--- config.mk ---
export PLATFORM = sky130hd
export DESIGN_NAME = halfword_mem_bridge
export DESIGN_NICKNAME = d
export VERILOG_FILES = /design/src/rtl/hwb_pkg.sv /design/src/rtl/hwb_phase.sv /design/src/rtl/hwb_beat_mux.sv /design/src/rtl/hwb_read_join.sv /design/src/rtl/halfword_mem_bridge.sv
export SDC_FILE = /design/constraint.sdc
export NUM_CORES = 1
export LEC_CHECK = 0
export BUFFER_PORTS_ARGS = -buffer_cell sky130_fd_sc_hd__buf_2
export CORE_MARGIN = 1.5
export CORE_UTILIZATION = 48
export DETAILED_ROUTE_END_ITERATION = 10
export GPL_ROUTABILITY_DRIVEN = 0
export PLACE_DENSITY = 0.93
export REMOVE_ABC_BUFFERS = 1
export SYNTH_ARGS = -nofsm -noshare
export SYNTH_HDL_FRONTEND = slang
export SYNTH_SLANG_ARGS = --single-unit
export TNS_END_PERCENT = 100
--- constraint.sdc ---
create_clock -name clk -period 2.02 [get_ports clk]
set_input_delay 0.303 -clock clk [delete_from_list [all_inputs] [get_ports clk]]
set_output_delay 0.303 -clock clk [all_outputs]
set_load 0.005 [all_outputs]
--- src/rtl/hwb_pkg.sv ---
package hwb_pkg;
    // Which half of the processor cycle the bridge is serving.
    typedef enum logic {
        BEAT_LO = 1'b0,
        BEAT_HI = 1'b1
    } beat_e;
endpackage

--- src/rtl/hwb_phase.sv ---
module hwb_phase
    import hwb_pkg::*;
(
    input  logic  clk,
    input  logic  rst_n,
    output beat_e beat
);
    typedef struct packed {
        beat_e beat;
    } phase_t;

    phase_t st_d, st_q;

    always_comb begin
        st_d = st_q;
        st_d.beat = (st_q.beat == BEAT_LO) ? BEAT_HI : BEAT_LO;
    end

    always_ff @(posedge clk) begin
        if (!rst_n) begin
            st_q.beat <= BEAT_LO;
        end else begin
            st_q <= st_d;
        end
    end

    assign beat = st_q.beat;

    // the phase alternates on every fast edge.
    p_phase_alternates_r7: assert property (@(posedge clk) disable iff (!rst_n)
        1'b1 |=> (st_q.beat != $past(st_q.beat)));
endmodule

--- src/rtl/hwb_beat_mux.sv ---
module hwb_beat_mux
    import hwb_pkg::*;
#(
    parameter int PROC_W  = 32,
    parameter int MEM_W   = 16,
    parameter int WADDR_W = 15,
    localparam int MADDR_W = WADDR_W + 1
) (
    input  logic               req,
    input  logic               we,
    input  logic [WADDR_W-1:0] addr,
    input  logic [PROC_W-1:0]  wdata,
    input  beat_e              beat,
    output logic               mem_en,
    output logic               mem_we,
    output logic [MADDR_W-1:0] mem_addr,
    output logic [MEM_W-1:0]   mem_wdata
);
    localparam int HALVES = PROC_W / MEM_W;

    logic [MEM_W-1:0] half_sel [HALVES];

    // Split the processor word into half-words, lowest first.
    for (genvar g = 0; g < HALVES; g++) begin : g_split
        assign half_sel[g] = wdata[g*MEM_W +: MEM_W];
    end

    always_comb begin
        mem_en    = req;
        mem_we    = req && we;
        mem_addr  = {addr, (beat == BEAT_HI)};
        mem_wdata = (beat == BEAT_HI) ? half_sel[HALVES-1] : half_sel[0];
        if (!req) begin
            mem_addr  = '0;
            mem_wdata = '0;
        end
    end
endmodule

--- src/rtl/hwb_read_join.sv ---
module hwb_read_join
    import hwb_pkg::*;
#(
    parameter int PROC_W = 32,
    parameter int MEM_W  = 16
) (
    input  logic              clk,
    input  logic              rst_n,
    input  logic              rd,
    input  beat_e             beat,
    input  logic [MEM_W-1:0]  mem_rdata,
    output logic [PROC_W-1:0] rdata
);
    typedef struct packed {
        logic [MEM_W-1:0]  lo;
        logic [PROC_W-1:0] word;
    } join_t;

    join_t st_d, st_q;

    always_comb begin
        st_d = st_q;
        if (rd && beat == BEAT_LO) begin
            st_d.lo = mem_rdata;
        end
        if (rd && beat == BEAT_HI) begin
            st_d.word = {mem_rdata, st_q.lo};
        end
    end

    always_ff @(posedge clk) begin
        if (!rst_n) begin
            st_q <= '0;
        end else begin
            st_q <= st_d;
        end
    end

    assign rdata = st_q.word;

    // without a completing read beat the word output holds.
    p_rdata_holds_r6: assert property (@(posedge clk) disable iff (!rst_n)
        !(rd && beat == BEAT_HI) |=> $stable(rdata));

    // the high half of the result is the half-word seen in the high beat.
    p_high_half_join_r5: assert property (@(posedge clk) disable iff (!rst_n)
        (rd && beat == BEAT_HI) |=> (rdata[PROC_W-1 -: MEM_W] == $past(mem_rdata)));
endmodule

--- src/rtl/halfword_mem_bridge.sv ---
module halfword_mem_bridge
    import hwb_pkg::*;
#(
    parameter int PROC_W  = 32,
    parameter int MEM_W   = 16,
    parameter int WADDR_W = 15,
    localparam int MADDR_W = WADDR_W + 1
) (
    input  logic               clk,
    input  logic               rst_n,
    input  logic               req,
    input  logic               we,
    input  logic [WADDR_W-1:0] addr,
    input  logic [PROC_W-1:0]  wdata,
    output logic [PROC_W-1:0]  rdata,
    output logic               beat_hi,
    output logic               mem_en,
    output logic               mem_we,
    output logic [MADDR_W-1:0] mem_addr,
    output logic [MEM_W-1:0]   mem_wdata,
    input  logic [MEM_W-1:0]   mem_rdata
);
    beat_e beat;
    logic  rd;

    assign rd      = req && !we;
    assign beat_hi = (beat == BEAT_HI);

    hwb_phase u_phase (
        .clk   (clk),
        .rst_n (rst_n),
        .beat  (beat)
    );

    hwb_beat_mux #(
        .PROC_W  (PROC_W),
        .MEM_W   (MEM_W),
        .WADDR_W (WADDR_W)
    ) u_mux (
        .req       (req),
        .we        (we),
        .addr      (addr),
        .wdata     (wdata),
        .beat      (beat),
        .mem_en    (mem_en),
        .mem_we    (mem_we),
        .mem_addr  (mem_addr),
        .mem_wdata (mem_wdata)
    );

    hwb_read_join #(
        .PROC_W (PROC_W),
        .MEM_W  (MEM_W)
    ) u_join (
        .clk       (clk),
        .rst_n     (rst_n),
        .rd        (rd),
        .beat      (beat),
        .mem_rdata (mem_rdata),
        .rdata     (rdata)
    );

    // an idle cycle drives no enable and no strobe.
    p_idle_quiet_r2: assert property (@(posedge clk) disable iff (!rst_n)
        !req |-> (!mem_en && !mem_we));

    // a write strobe only comes with an enabled access.
    p_strobe_needs_enable_r4: assert property (@(posedge clk) disable iff (!rst_n)
        mem_we |-> mem_en);

    // the half-word select bit of the address follows the phase.
    p_addr_lsb_phase_r3: assert property (@(posedge clk) disable iff (!rst_n)
        mem_en |-> (mem_addr[0] == beat_hi));

    // in reset the output word is cleared.
    p_reset_clear_r1: assert property (@(posedge clk)
        !rst_n |=> (rdata == '0));
endmodule

Word level (Yosys, flattened, before mapping)
Cells that the tools add are included.
{"block": "op_classes", "bitwise_logic": 1, "reduce_logical": 5, "eq_ne": 0, "addsub": 0, "div": 0, "n_mux": 4, "n_shift": 0, "n_lt_le_gt_ge": 0, "mul": 0}
{"op": "$mux 16", "count": 3}
{"op": "$logic_and 1x1->1", "count": 4}
{"op": "$logic_not 1->1", "count": 1}
{"op": "$mux 1", "count": 1}
{"op": "$not 1->1", "count": 1}
{"block": "word_totals", "word_cells": 13, "reg_bits": 49, "ramBits": 0, "romBits": 0, "memories": 0, "inputBits": 67, "latchBits": 0}

Logic depth before layout (Yosys ltp)
{"block": "logic_depth", "word_depth": 3, "ltp_mapped": 5}

Modules after synthesis
Synthesis repeated with hierarchy kept, for this count alone.
{"block": "unflattened", "hier_cells": 265, "hier_area_um2": 2539.9}
{"module": "hwb_read_join", "cells_per_inst": 207, "area_per_inst_um2": 2074.5, "n_inst": 1, "seq_area_each_um2": 960.9}
{"module": "hwb_beat_mux", "cells_per_inst": 55, "area_per_inst_um2": 417.9, "n_inst": 1, "seq_area_each_um2": 0.0}
{"module": "hwb_phase", "cells_per_inst": 2, "area_per_inst_um2": 33.8, "n_inst": 1, "seq_area_each_um2": 20.0}
{"module": "halfword_mem_bridge", "cells_per_inst": 1, "area_per_inst_um2": 13.8, "n_inst": 1, "seq_area_each_um2": 0.0}

Worst setup path after synthesis
Ideal clock, no wire load.
{"block": "synth_path", "path_type": "register to output", "start": "reg, netlist name u_phase.beat", "end": "out mem_wdata[10]", "stages_incl_launch_ff": 5, "t_arrival_ps": 951, "n_path_buf": 2, "required_time_ps": 1717, "setup_slack_ps": 766, "path_cell_list": "dfxtp_1 buf_6 buf_4 mux2i_1 nor2b_1"}
{"block": "synth_via", "elab_chain_len": 2}
{"element": "$mux 16", "line_no": "hwb_beat_mux.sv:32", "text": "mem_wdata = (beat == BEAT_HI) ? half_sel[HALVES-1] : half_sel[0];"}
{"element": "$mux 16", "line_no": "hwb_beat_mux.sv:33", "text": "if (!req) begin"}
{"element": "end: declaration", "line_no": "halfword_mem_bridge.sv:20", "text": "output logic [MEM_W-1:0] mem_wdata,"}
Every way passes these cells.

Worst setup path in the final report
{"block": "layout_path", "start": "reg, netlist name u_phase.beat", "end": "out mem_wdata[6]"}
{"block": "layout_via", "elab_chain_len": 2}
{"element": "$mux 16", "line_no": "hwb_beat_mux.sv:32"}
{"element": "$mux 16", "line_no": "hwb_beat_mux.sv:33"}
Every way passes these cells.

==> results.md <==
* Final wirelength at 5250 microns
* Max-cap viol count at 0
* Syn_area_per_cell at 9.38 sq um
* Count of pins over their slew limit at 0
* DP Area at 2920 sq um
* Vias per cell at 4.70
* TritonRoute pass-1 iters at 4
* Final Instance Area at 3030 sq um
* Wire length of the first global-routing pass at 7620 microns
* RSZ-0062 raised after global routing: false
* P&R area growth vs syn at 22.4%
* Pwr Total at 1.99 mW
* Fillers at 403
* Die width at 74.8 microns
* Clock latency reported for the late side of the worst-skew pair at 0.29 ns
* GRT overflow at 0
* Startpoint type of the worst setup path: register
* Crit path capture type: primary output
* Area of the multi-input gates at 1120 sq um
* Fraction of layout cells with a size suffix above 1 at 41.8%
* Synth Instances at 264
* Final setup fails at 0
* Maximum vdd drop at 0.558 mV
* CTS Sinks at 49
* I/O pins at 134
* Synthesized flop and latch total at 49
* Die height at 74.8 microns
* Deepest clock path buffer count at 2
* Synth Cell Area at 2480 sq um
* Yosys warnings at 0
* Vias post-DR at 2011
* Final period utilization at 86.9%
* DIE AREA at 5600 sq um
* Ant diodes at 0
* Vias in the first global route at 1827
* Htree depth at 2
* Req. time, crit path at 1.72 ns
* Port Buffers at 133
* Initial antenna violation count at 0
* Final Hold Vio Count at 0
* Period minus WS final at 1.76 ns
* Largest net degree at the start of global routing at 33
* Pwr dens at 655 nW/um^2
* Nets at 427
* Leak pwr at 1.47 nW
* Sequential area share after synthesis at 39.6%
* Core area at 4850 sq um
* Outcome: completed
* DR WL/cell at 12.3 microns
* Setup CP Type: register to primary output
* DP HPWL at 4050 microns
* Arrival time of the worst setup path at 1.45 ns
* Worst hold path class: primary input to register
* Num CTS Buffers at 5
* CTS tree: built
* Core Rows at 25
* Hold Buf Count CTS at 0
* Synth unique cells at 12
* FF/Latch Area at 982 sq um
* Total global routing track utilization at 17.5%
* F_max at 570 MHz
* Crit-path max FO at 12
* DRC viols at 0
* Worst-path clk slew at 0.09 ns
* Tightest Pin Transition at 0.436 ns
* Final Skew at 0.0120 ns
* 1st-iter DRT viols at 59
* Slew HR at 70.9%
* Initial core utilization at 51.1%
* ANT nets after route at 0
* Clock Tree Root: clkbuf_8
==> per-stage QoR <==
| stage | setup slack (ns) | setup TNS (ns) | hold slack, ns | utilization [%] | cells |
|---|---|---|---|---|---|
| after floorplan | -0.469 | -15.02 | 0.431 | - | 213 |
| after global placement | 0.442 | 0 | 0.439 | 60.2 | 420 |
| after detailed placement | 0.367 | 0 | 0.447 | 60.2 | 420 |
| after CTS | 0.0368 | 0 | 0.266 | 62.5 | 428 |
| after global routing | 0.164 | 0 | 0.276 | 62.5 | 428 |
| final | 0.265 | 0 | 0.273 | 62.5 | 428 |
==> Yosys cell counts <==
| cell | instances | share of area, % |
|---|---|---|
| mux2i_1 | 64 | 26 |
| nand2_1 | 64 | 9.7 |
| dfxtp_1 | 49 | 40 |
| buf_4 | 35 | 11 |
| and2_1 | 17 | 4.3 |
| nor2b_1 | 17 | 4.3 |
| clkbuf_1 | 7 | 1.1 |
| buf_6 | 5 | 2.3 |
| buf_2 | 3 | 0.61 |
| and3b_1 | 1 | 0.35 |
| buf_12 | 1 | 0.81 |
| nor3b_2 | 1 | 0.51 |
==> worst max-delay path: stages (launching register included) <==
cell,delay (ns)
dfxtp_2,0.51
buf_4,0.25
mux2i_1,0.22
nor2b_1,0.06
buf_2,0.12
==> metal layers <==
layer	vias to the layer above	wire, microns	GRT usage [%]
met2	77	2800	35.7
met1	920	2050	17.2
li1	1008	-	-
met3	6	353	4.69
met5	-	0	0
met4	0	45	4.44
==> power by group <==
part           switching [mW]  total [mW]  leakage, nW  internal [mW]
registers              0.0148        1.01        0.398          0.992
logic                   0.129       0.285         1.01          0.156
clock network           0.322       0.694       0.0585          0.371
total                   0.466        1.99         1.47           1.52
==> cell usage in the layout (no fill, tap or decap) <==
master and n:
and3b_2 1, nor2b_1 17, dfxtp_1 48, inv_6 1
buf_4 6, dfxtp_2 1, buf_12 1, mux2i_1 64
clkbuf_8 5, and2_1 17, buf_2 133, nor3b_4 1
nand2_1 64, bufinv_16 1, clkinv_2 1
==> cell type report <==
cell class                 count  area share (%)
tap                           67            2.77
multi-input combinational    164            37.0
clock inverter                 3            1.44
clock buffer                   5            2.27
timing repair buffer         140            24.1
sequential                    49            32.4
==> flip-flops by register name, summed over array words and instances (netlist names) <==
| register | flops |
|---|---|
| u_join.rdata | 32 |
| u_join.st_q | 16 |
| u_phase.beat | 1 |
==> path summary, 6_finish.rpt <==
kind / from / end / slack (ns) / depth (start not counted)
max: u_phase.beat$_SDFF_PN0_ / mem_wdata[6] / 0.26 / 4
min: mem_rdata[14] / u_join.st_q[46]$_SDFFE_PN0P_ / 0.27 / 3
max reg2reg: u_phase.beat$_SDFF_PN0_ / u_join.st_q[45]$_SDFFE_PN0P_ / 0.63 / 4
min reg2reg: u_join.rdata[23]$_SDFFE_PN0P_ / u_join.rdata[23]$_SDFFE_PN0P_ / 0.46 / 2
==> cells by family (layout without fill, tap and decap cells) <==
family,after synthesis,after routing,synth area share (%)
flops,49,49,39.6
buf+inv,51,148,15.4
mux,64,64,25.9
simple gates,100,100,19.2
==> what timing repair did <==
action,4_1_cts,5_1_grt
endpoints found under the setup margin,0,8
buffers inserted,0,0
resized for setup,0,1
No activity file was read; power rests on OpenSTA's default activity.
